<file path="src/rtl/dmem_pkg.sv">
// Shared mode encoding and per-mode helpers for the data memory accessor.
package dmem_pkg;

    typedef enum logic [2:0] {
        M_BYTE     = 3'd0,
        M_BYTE_STR = 3'd1,
        M_WORD     = 3'd2,
        M_WORD_STR = 3'd3,
        M_FLAG     = 3'd4
    } acc_mode_e;

    // True for the two modes that run over several elements.
    function automatic logic is_string(acc_mode_e m);
        return (m == M_BYTE_STR) || (m == M_WORD_STR);
    endfunction

    // True for the byte-lane modes.
    function automatic logic is_byte(acc_mode_e m);
        return (m == M_BYTE) || (m == M_BYTE_STR);
    endfunction

    // Byte-address advance per element: 1 for bytes, 2 for words, 0 for flags.
    function automatic logic [1:0] step_of(acc_mode_e m);
        case (m)
            M_BYTE, M_BYTE_STR: return 2'd1;
            M_WORD, M_WORD_STR: return 2'd2;
            default:            return 2'd0;
        endcase
    endfunction

endpackage

</file>
<file path="src/rtl/dmem_store.sv">
// Word store: 2**WORD_ADDR_W locations of 17 bits (flag in bit 16).
// One combinational read port and one write port share a single index.
// Write enables cover the high byte, the low byte and the flag separately.
// Assumes the caller keeps indices inside the array (power-of-two depth).
module dmem_store #(
    parameter int WORD_ADDR_W = 6
) (
    input  logic                   clk,
    input  logic                   rst_n,
    input  logic [WORD_ADDR_W-1:0] idx,
    input  logic                   we_hi,
    input  logic                   we_lo,
    input  logic                   we_flag,
    input  logic [16:0]            wr_word,
    output logic [16:0]            rd_word
);
    localparam int WORDS = 1 << WORD_ADDR_W;

    logic [16:0] mem_q [WORDS];

    // Clear on reset, then apply per-field writes at the shared index.
    always_ff @(posedge clk) begin
        if (!rst_n) begin
            for (int i = 0; i < WORDS; i++) begin
                mem_q[i] <= '0;
            end
        end else begin
            if (we_hi)   mem_q[idx][15:8] <= wr_word[15:8];
            if (we_lo)   mem_q[idx][7:0]  <= wr_word[7:0];
            if (we_flag) mem_q[idx][16]   <= wr_word[16];
        end
    end

    assign rd_word = mem_q[idx];

endmodule

</file>
<file path="src/rtl/dmem_lane.sv">
// Lane logic: picks the read value for the mode (high/low byte, whole
// word, or flag) and builds the write word plus per-field enables.
// Big-endian bytes: an even byte address maps to bits 15:8.
// Purely combinational; the caller gates the enables with its fire strobe.
module dmem_lane
    import dmem_pkg::*;
(
    input  acc_mode_e   mode,
    input  logic        byte_odd,
    input  logic        is_write,
    input  logic [16:0] word_in,
    input  logic [15:0] wdata,
    output logic [15:0] rd_val,
    output logic        rd_flag,
    output logic        we_hi,
    output logic        we_lo,
    output logic        we_flag,
    output logic [16:0] wr_word
);
    // Select read data and write fields for the current mode.
    always_comb begin
        rd_flag = word_in[16];
        rd_val  = '0;
        wr_word = word_in;
        we_hi   = 1'b0;
        we_lo   = 1'b0;
        we_flag = 1'b0;
        case (mode)
            M_BYTE, M_BYTE_STR: begin
                rd_val        = {8'h00, (byte_odd ? word_in[7:0] : word_in[15:8])};
                wr_word[15:8] = wdata[7:0];
                wr_word[7:0]  = wdata[7:0];
                we_hi         = is_write & ~byte_odd;
                we_lo         = is_write & byte_odd;
            end
            M_WORD, M_WORD_STR: begin
                rd_val        = word_in[15:0];
                wr_word[15:0] = wdata;
                we_hi         = is_write;
                we_lo         = is_write;
            end
            default: begin
                rd_val      = {15'd0, word_in[16]};
                wr_word[16] = wdata[0];
                we_flag     = is_write;
            end
        endcase
    end

endmodule

</file>
<file path="src/rtl/dmem_seq.sv">
// Element sequencer: handles the first element on the edge that accepts
// start, then one element per clock until the count runs out. Produces
// the current byte address and the address after it.
// Assumes step is held constant for the whole run by the caller.
module dmem_seq #(
    parameter int AW    = 16,
    parameter int LEN_W = 8
) (
    input  logic             clk,
    input  logic             rst_n,
    input  logic             start,
    input  logic             str_mode,
    input  logic [LEN_W-1:0] len,
    input  logic [AW-1:0]    addr_in,
    input  logic [1:0]       step,
    output logic             fire,
    output logic             first,
    output logic             last,
    output logic             busy,
    output logic [AW-1:0]    cur_addr,
    output logic [AW-1:0]    next_addr
);
    logic             busy_q;
    logic [AW-1:0]    ptr_q;
    logic [LEN_W-1:0] left_q;
    logic [LEN_W-1:0] len_eff;

    // Element count of a new request: strings use len (0 counts as 1).
    always_comb begin
        if (str_mode && (len != '0)) len_eff = len;
        else                         len_eff = LEN_W'(1);
    end

    assign first     = start & ~busy_q;
    assign fire      = busy_q | start;
    assign cur_addr  = busy_q ? ptr_q : addr_in;
    assign next_addr = cur_addr + AW'(step);
    assign last      = busy_q ? (left_q == LEN_W'(1)) : (len_eff == LEN_W'(1));
    assign busy      = busy_q;

    // Advance pointer and remaining count on every element.
    always_ff @(posedge clk) begin
        if (!rst_n) begin
            busy_q <= 1'b0;
            ptr_q  <= '0;
            left_q <= '0;
        end else if (fire) begin
            if (last) begin
                busy_q <= 1'b0;
            end else begin
                busy_q <= 1'b1;
                ptr_q  <= next_addr;
                left_q <= busy_q ? (left_q - LEN_W'(1)) : (len_eff - LEN_W'(1));
            end
        end
    end

endmodule

</file>
<file path="src/rtl/dmem_accessor.sv">
// Data memory accessor top: byte, word, string and flag accesses to a
// 17-bit-per-location store, with TAG capture and index post-modification.
// Assumes addresses stay inside the store; the request fields are latched
// at acceptance, and wr_data is sampled on every element's edge.
module dmem_accessor
    import dmem_pkg::*;
#(
    parameter int WORD_ADDR_W = 6,
    parameter int LEN_W       = 8
) (
    input  logic             clk,
    input  logic             rst_n,
    input  logic             start,
    input  logic [2:0]       op,
    input  logic             write,
    input  logic             post_mod,
    input  logic [15:0]      index_in,
    input  logic [LEN_W-1:0] str_len,
    input  logic [15:0]      wr_data,
    output logic             busy,
    output logic             done,
    output logic             rd_valid,
    output logic [15:0]      acc_out,
    output logic             tag,
    output logic [15:0]      index_out
);
    localparam int AW = 16;

    acc_mode_e            op_mode, mode_q, mode_eff;
    logic                 wr_q, pm_q, wr_eff, pm_eff;
    logic [AW-1:0]        base_q, base_eff;
    logic                 seq_fire, seq_first, seq_last, seq_busy;
    logic [AW-1:0]        cur_addr, next_addr;
    logic [WORD_ADDR_W-1:0] word_idx;
    logic [16:0]          rd_word, wr_word;
    logic [15:0]          lane_val;
    logic                 lane_flag, we_hi, we_lo, we_flag;
    logic                 byte_rd_now, flag_rd_now;

    // Map reserved codes onto the flag mode.
    always_comb begin
        if (op > 3'd4) op_mode = M_FLAG;
        else           op_mode = acc_mode_e'(op);
    end

    // Latch the request context when a new access is accepted.
    always_ff @(posedge clk) begin
        if (!rst_n) begin
            mode_q <= M_BYTE;
            wr_q   <= 1'b0;
            pm_q   <= 1'b0;
            base_q <= '0;
        end else if (seq_first) begin
            mode_q <= op_mode;
            wr_q   <= write;
            pm_q   <= post_mod;
            base_q <= index_in;
        end
    end

    assign mode_eff = seq_busy ? mode_q : op_mode;
    assign wr_eff   = seq_busy ? wr_q   : write;
    assign pm_eff   = seq_busy ? pm_q   : post_mod;
    assign base_eff = seq_busy ? base_q : index_in;

    dmem_seq #(.AW(AW), .LEN_W(LEN_W)) u_seq (
        .clk       (clk),
        .rst_n     (rst_n),
        .start     (start),
        .str_mode  (is_string(op_mode)),
        .len       (str_len),
        .addr_in   (index_in),
        .step      (step_of(mode_eff)),
        .fire      (seq_fire),
        .first     (seq_first),
        .last      (seq_last),
        .busy      (seq_busy),
        .cur_addr  (cur_addr),
        .next_addr (next_addr)
    );

    // Word index: flag mode uses the address as-is, others drop byte bit 0.
    always_comb begin
        if (mode_eff == M_FLAG) word_idx = cur_addr[WORD_ADDR_W-1:0];
        else                    word_idx = cur_addr[WORD_ADDR_W:1];
    end

    dmem_lane u_lane (
        .mode     (mode_eff),
        .byte_odd (cur_addr[0]),
        .is_write (wr_eff),
        .word_in  (rd_word),
        .wdata    (wr_data),
        .rd_val   (lane_val),
        .rd_flag  (lane_flag),
        .we_hi    (we_hi),
        .we_lo    (we_lo),
        .we_flag  (we_flag),
        .wr_word  (wr_word)
    );

    dmem_store #(.WORD_ADDR_W(WORD_ADDR_W)) u_store (
        .clk     (clk),
        .rst_n   (rst_n),
        .idx     (word_idx),
        .we_hi   (seq_fire & we_hi),
        .we_lo   (seq_fire & we_lo),
        .we_flag (seq_fire & we_flag),
        .wr_word (wr_word),
        .rd_word (rd_word)
    );

    assign byte_rd_now = seq_fire & ~wr_eff & is_byte(mode_eff);
    assign flag_rd_now = seq_fire & ~wr_eff & (mode_eff == M_FLAG);

    // Register read results, completion pulse and the final index.
    always_ff @(posedge clk) begin
        if (!rst_n) begin
            done      <= 1'b0;
            rd_valid  <= 1'b0;
            acc_out   <= '0;
            tag       <= 1'b0;
            index_out <= '0;
        end else begin
            done     <= seq_fire & seq_last;
            rd_valid <= seq_fire & ~wr_eff;
            if (seq_fire && !wr_eff) begin
                acc_out <= lane_val;
                tag     <= lane_flag;
            end
            if (seq_fire && seq_last) begin
                index_out <= pm_eff ? next_addr : base_eff;
            end
        end
    end

    assign busy = seq_busy;

endmodule

</file>
<file path="config.mk">
export PLATFORM = sky130hd
export DESIGN_NAME = dmem_accessor
export DESIGN_NICKNAME = d
export VERILOG_FILES = /design/src/rtl/dmem_pkg.sv /design/src/rtl/dmem_store.sv /design/src/rtl/dmem_lane.sv /design/src/rtl/dmem_seq.sv /design/src/rtl/dmem_accessor.sv
export SDC_FILE = /design/constraint.sdc
export NUM_CORES = 2
export LEC_CHECK = 0
export ABC_CLOCK_PERIOD_IN_PS = 13700
export CELL_PAD_IN_SITES_DETAIL_PLACEMENT = 1
export CELL_PAD_IN_SITES_GLOBAL_PLACEMENT = 1
export CORE_ASPECT_RATIO = 0.8
export CORE_MARGIN = 3
export CORE_UTILIZATION = 42
export DETAILED_ROUTE_END_ITERATION = 16
export MAX_ROUTING_LAYER = met4
export PLACE_DENSITY = 0.77
export SLEW_MARGIN = 0
export SYNTH_ARGS = -nofsm -noshare
export SYNTH_HDL_FRONTEND = slang
export SYNTH_HIERARCHICAL = 1
export SYNTH_SLANG_ARGS = --single-unit
export TNS_END_PERCENT = 5
</file>
<file path="constraint.sdc">
create_clock -name clk -period 13.7 [get_ports clk]
set_input_delay 2.055 -clock clk [delete_from_list [all_inputs] [get_ports clk]]
set_output_delay 2.055 -clock clk [all_outputs]
set_load 0.02 [all_outputs]
</file>
==> results.json <==
{
  "status": "finished clean",
  "post_cts_resized": 0,
  "cts_buffers": 121,
  "p_sw_uw": 2550,
  "final_common_cell": "edfxtp_1",
  "dieHeight_microns": 332,
  "grt_antenna_before_repair": 9,
  "seqPwrFrac": 0.464,
  "place_hpwl_mm": 111,
  "post-place-ws_ns": 5.08,
  "finalSetupTns_ns": 0,
  "clk_latency_ns": 0.76,
  "grt_pass1_vias": 39180,
  "critPathMaxStageDelay_ns": 0.75,
  "cpMostUsedCell": "buf_4",
  "rsz0062_at_grt": "no",
  "p_sw_frac": 0.290,
  "layout_min_cycle_time_ns": 8.07,
  "syn_nets": 4587,
  "cts_setup_buffers": 0,
  "placed_cell_area_sq_um": 58200,
  "firstDrtPassIters": 7,
  "p_comb_frac": 0.164,
  "holdCritStartpoint": "acc_out[13]$_SDFFE_PN0P_",
  "path_buf_inv": 4,
  "ys.warnings.count": 6,
  "routed_wl_mm": 178,
  "syn_area_sq_um": 55900,
  "cp_cell_sequence": "clkdlybuf4s50_1 > nor2b_1 > a31oi_2 > mux2_8 > buf_4 > nor2b_4 > buf_4 > buf_4 > a22oi_1 > o221ai_1 > o21ai_0 > o211ai_1 > or4_1 > mux2_2 > and3_1 > nand3_1 > nor2_1",
  "grt_pass1_wl_mm": 264,
  "p_int_uw": 6230,
  "ios": 84,
  "port_buffers": 83,
  "die_w_microns": 414,
  "critPathLaunch": "op[2]",
  "slew_headroom": 0.0731,
  "fin_ws_ns": 5.63,
  "drive_gt1_frac": 0.105,
  "pwr-share-clk": 0.372,
  "final_cell_mix": "edfxtp_1, and2_1, o21ai_0",
  "vias": 38725,
  "core_sq_um": 132000,
  "power.density_nw_per_um2": 141,
  "synth.avg_cell_area_sq_um": 12.3,
  "path_clk_slew_ns": 0.06,
  "drc": 0,
  "worstHoldPathCells": 2,
  "vias_per_cell": 6.13,
  "power.leakage_uw": 0.0219,
  "arrival_ns": 8.65,
  "nNetsFinal": 4511,
  "ff2ff_setup_slack_ns": 6.88,
  "grtUsageTotal": 0.263,
  "max_freq_mhz": 124,
  "wl_per_cell_microns": 28.2,
  "grt_start_max_net_pins": 91,
  "nFillCells": 13481,
  "timing.hold.ws_ns": 0.463,
  "path_depth": 17,
  "reg2reg_depth": 16,
  "cts_sinks": 1169,
  "hold_violations": 0,
  "end_kind": "register",
  "peakVddDrop_mv": 0.127,
  "finalClockSkew_ns": 0.0290,
  "min_path_type": "reg -> reg",
  "die-area_sq_um": 137000,
  "crit_type": "in -> reg",
  "ctsRootBufferMaster": "clkbuf_16",
  "initial_core_util": 0.424,
  "finalSetupViolations": 0,
  "critPathSlowestCell": "buf_4",
  "drv_slew": 0,
  "tightest_slew_ns": 1.38,
  "synth_cells": 4532,
  "fin_area_sq_um": 62100,
  "htree_levels": 3,
  "detail-route-antenna-nets": 0,
  "start_kind": "input pin",
  "overflow": 0,
  "fin_crit_sh": 0.589,
  "r2r_start": "u_seq/busy$_SDFFE_PN0N_",
  "path_delay_family": "buffers and inverters",
  "cts_buffer_depth": 3,
  "drtIter0Drc": 4749,
  "rows": 119,
  "synthToLayoutAreaGrowth_pct": 11.1,
  "gp_congestion": 0.852,
  "cp_max_fo": 68,
  "maxCapViolCount": 0,
  "cts_hold_buffers": 0,
  "worstPathRequired_ns": 14.27,
  "cts_tree": "built"
}
## power groups by stage
| stage | Clock, uW | Combinational [uW] | Sequential, uW |
|---|---|---|---|
| 2_1_floorplan | 0 | 804 | 4140 |
| 3_3_place_gp | 0 | 1370 | 4140 |
| 3_5_place_dp | 0 | 1390 | 4150 |
| 4_1_cts | 3320 | 1400 | 4080 |
| 5_1_grt | 3460 | 1500 | 4090 |
| 6_report | 3270 | 1440 | 4080 |
## worst register-to-register path, cell delays in order, from the launching register on
cell and delay, ns:
dfxtp_4 0.55, nor2b_1 0.13, a31oi_2 0.47, mux2_8 0.63
buf_4 0.83, nor2b_4 0.29, buf_4 0.51, buf_4 0.63
a22oi_1 0.27, o221ai_1 0.20, o21ai_0 0.13, o211ai_1 0.22
or4_1 0.34, mux2_2 0.22, and3_1 0.36, nand3_1 0.58
nor2_1 0.29
## area by class of cell
type | instances | area [sq um] | area share
diodes | 6 | 15.0 | 0.000242
clock buffers | 147 | 3150 | 0.0507
clock inverters | 81 | 719 | 0.0116
flip-flops and latches | 1169 | 34300 | 0.552
multi-input cells | 2947 | 20000 | 0.322
repair buffers | 195 | 1680 | 0.0271
well taps | 1754 | 2190 | 0.0353
inverters | 22 | 82.6 | 0.00133
## layer usage
metal / share of wire / routed length (microns) / up-vias / global-route usage
met2: 0.45 / 79700 / 2020 / 0.386
li1: - / - / 16519 / -
met1: 0.42 / 75000 / 19872 / 0.374
met5: 0 / 0 / - / -
met4: 0.026 / 4690 / 0 / 0.0693
met3: 0.10 / 18700 / 314 / 0.0499
## per-stage QoR
stage / std cells / total power [uW] / utilization
after floorplan: 4532 / 4940 / -
after global placement: 6084 / 5510 / 0.441
after detailed placement: 6084 / 5540 / 0.441
after CTS: 6312 / 8800 / 0.471
after global routing: 6319 / 9040 / 0.471
final: 6321 / 8780 / 0.471
## final timing paths
kind / endpoint
worst min register to register: acc_out[13]$_SDFFE_PN0P_
worst max-delay path: u_store/mem_q[5][16]$_SDFFCE_PN0P_
worst max register to register: u_store/mem_q[5][16]$_SDFFCE_PN0P_
worst min-delay path: acc_out[13]$_SDFFE_PN0P_
## state kept, by name, indices dropped and copies added (netlist names), 3 cells and up
signal	cells
acc_out	16
u_seq/left_q	8
index_out	16
mode_q	3
u_store/mem_q	1088
u_seq/ptr_q	16
base_q	16
(Power assumes the default switching activity.)
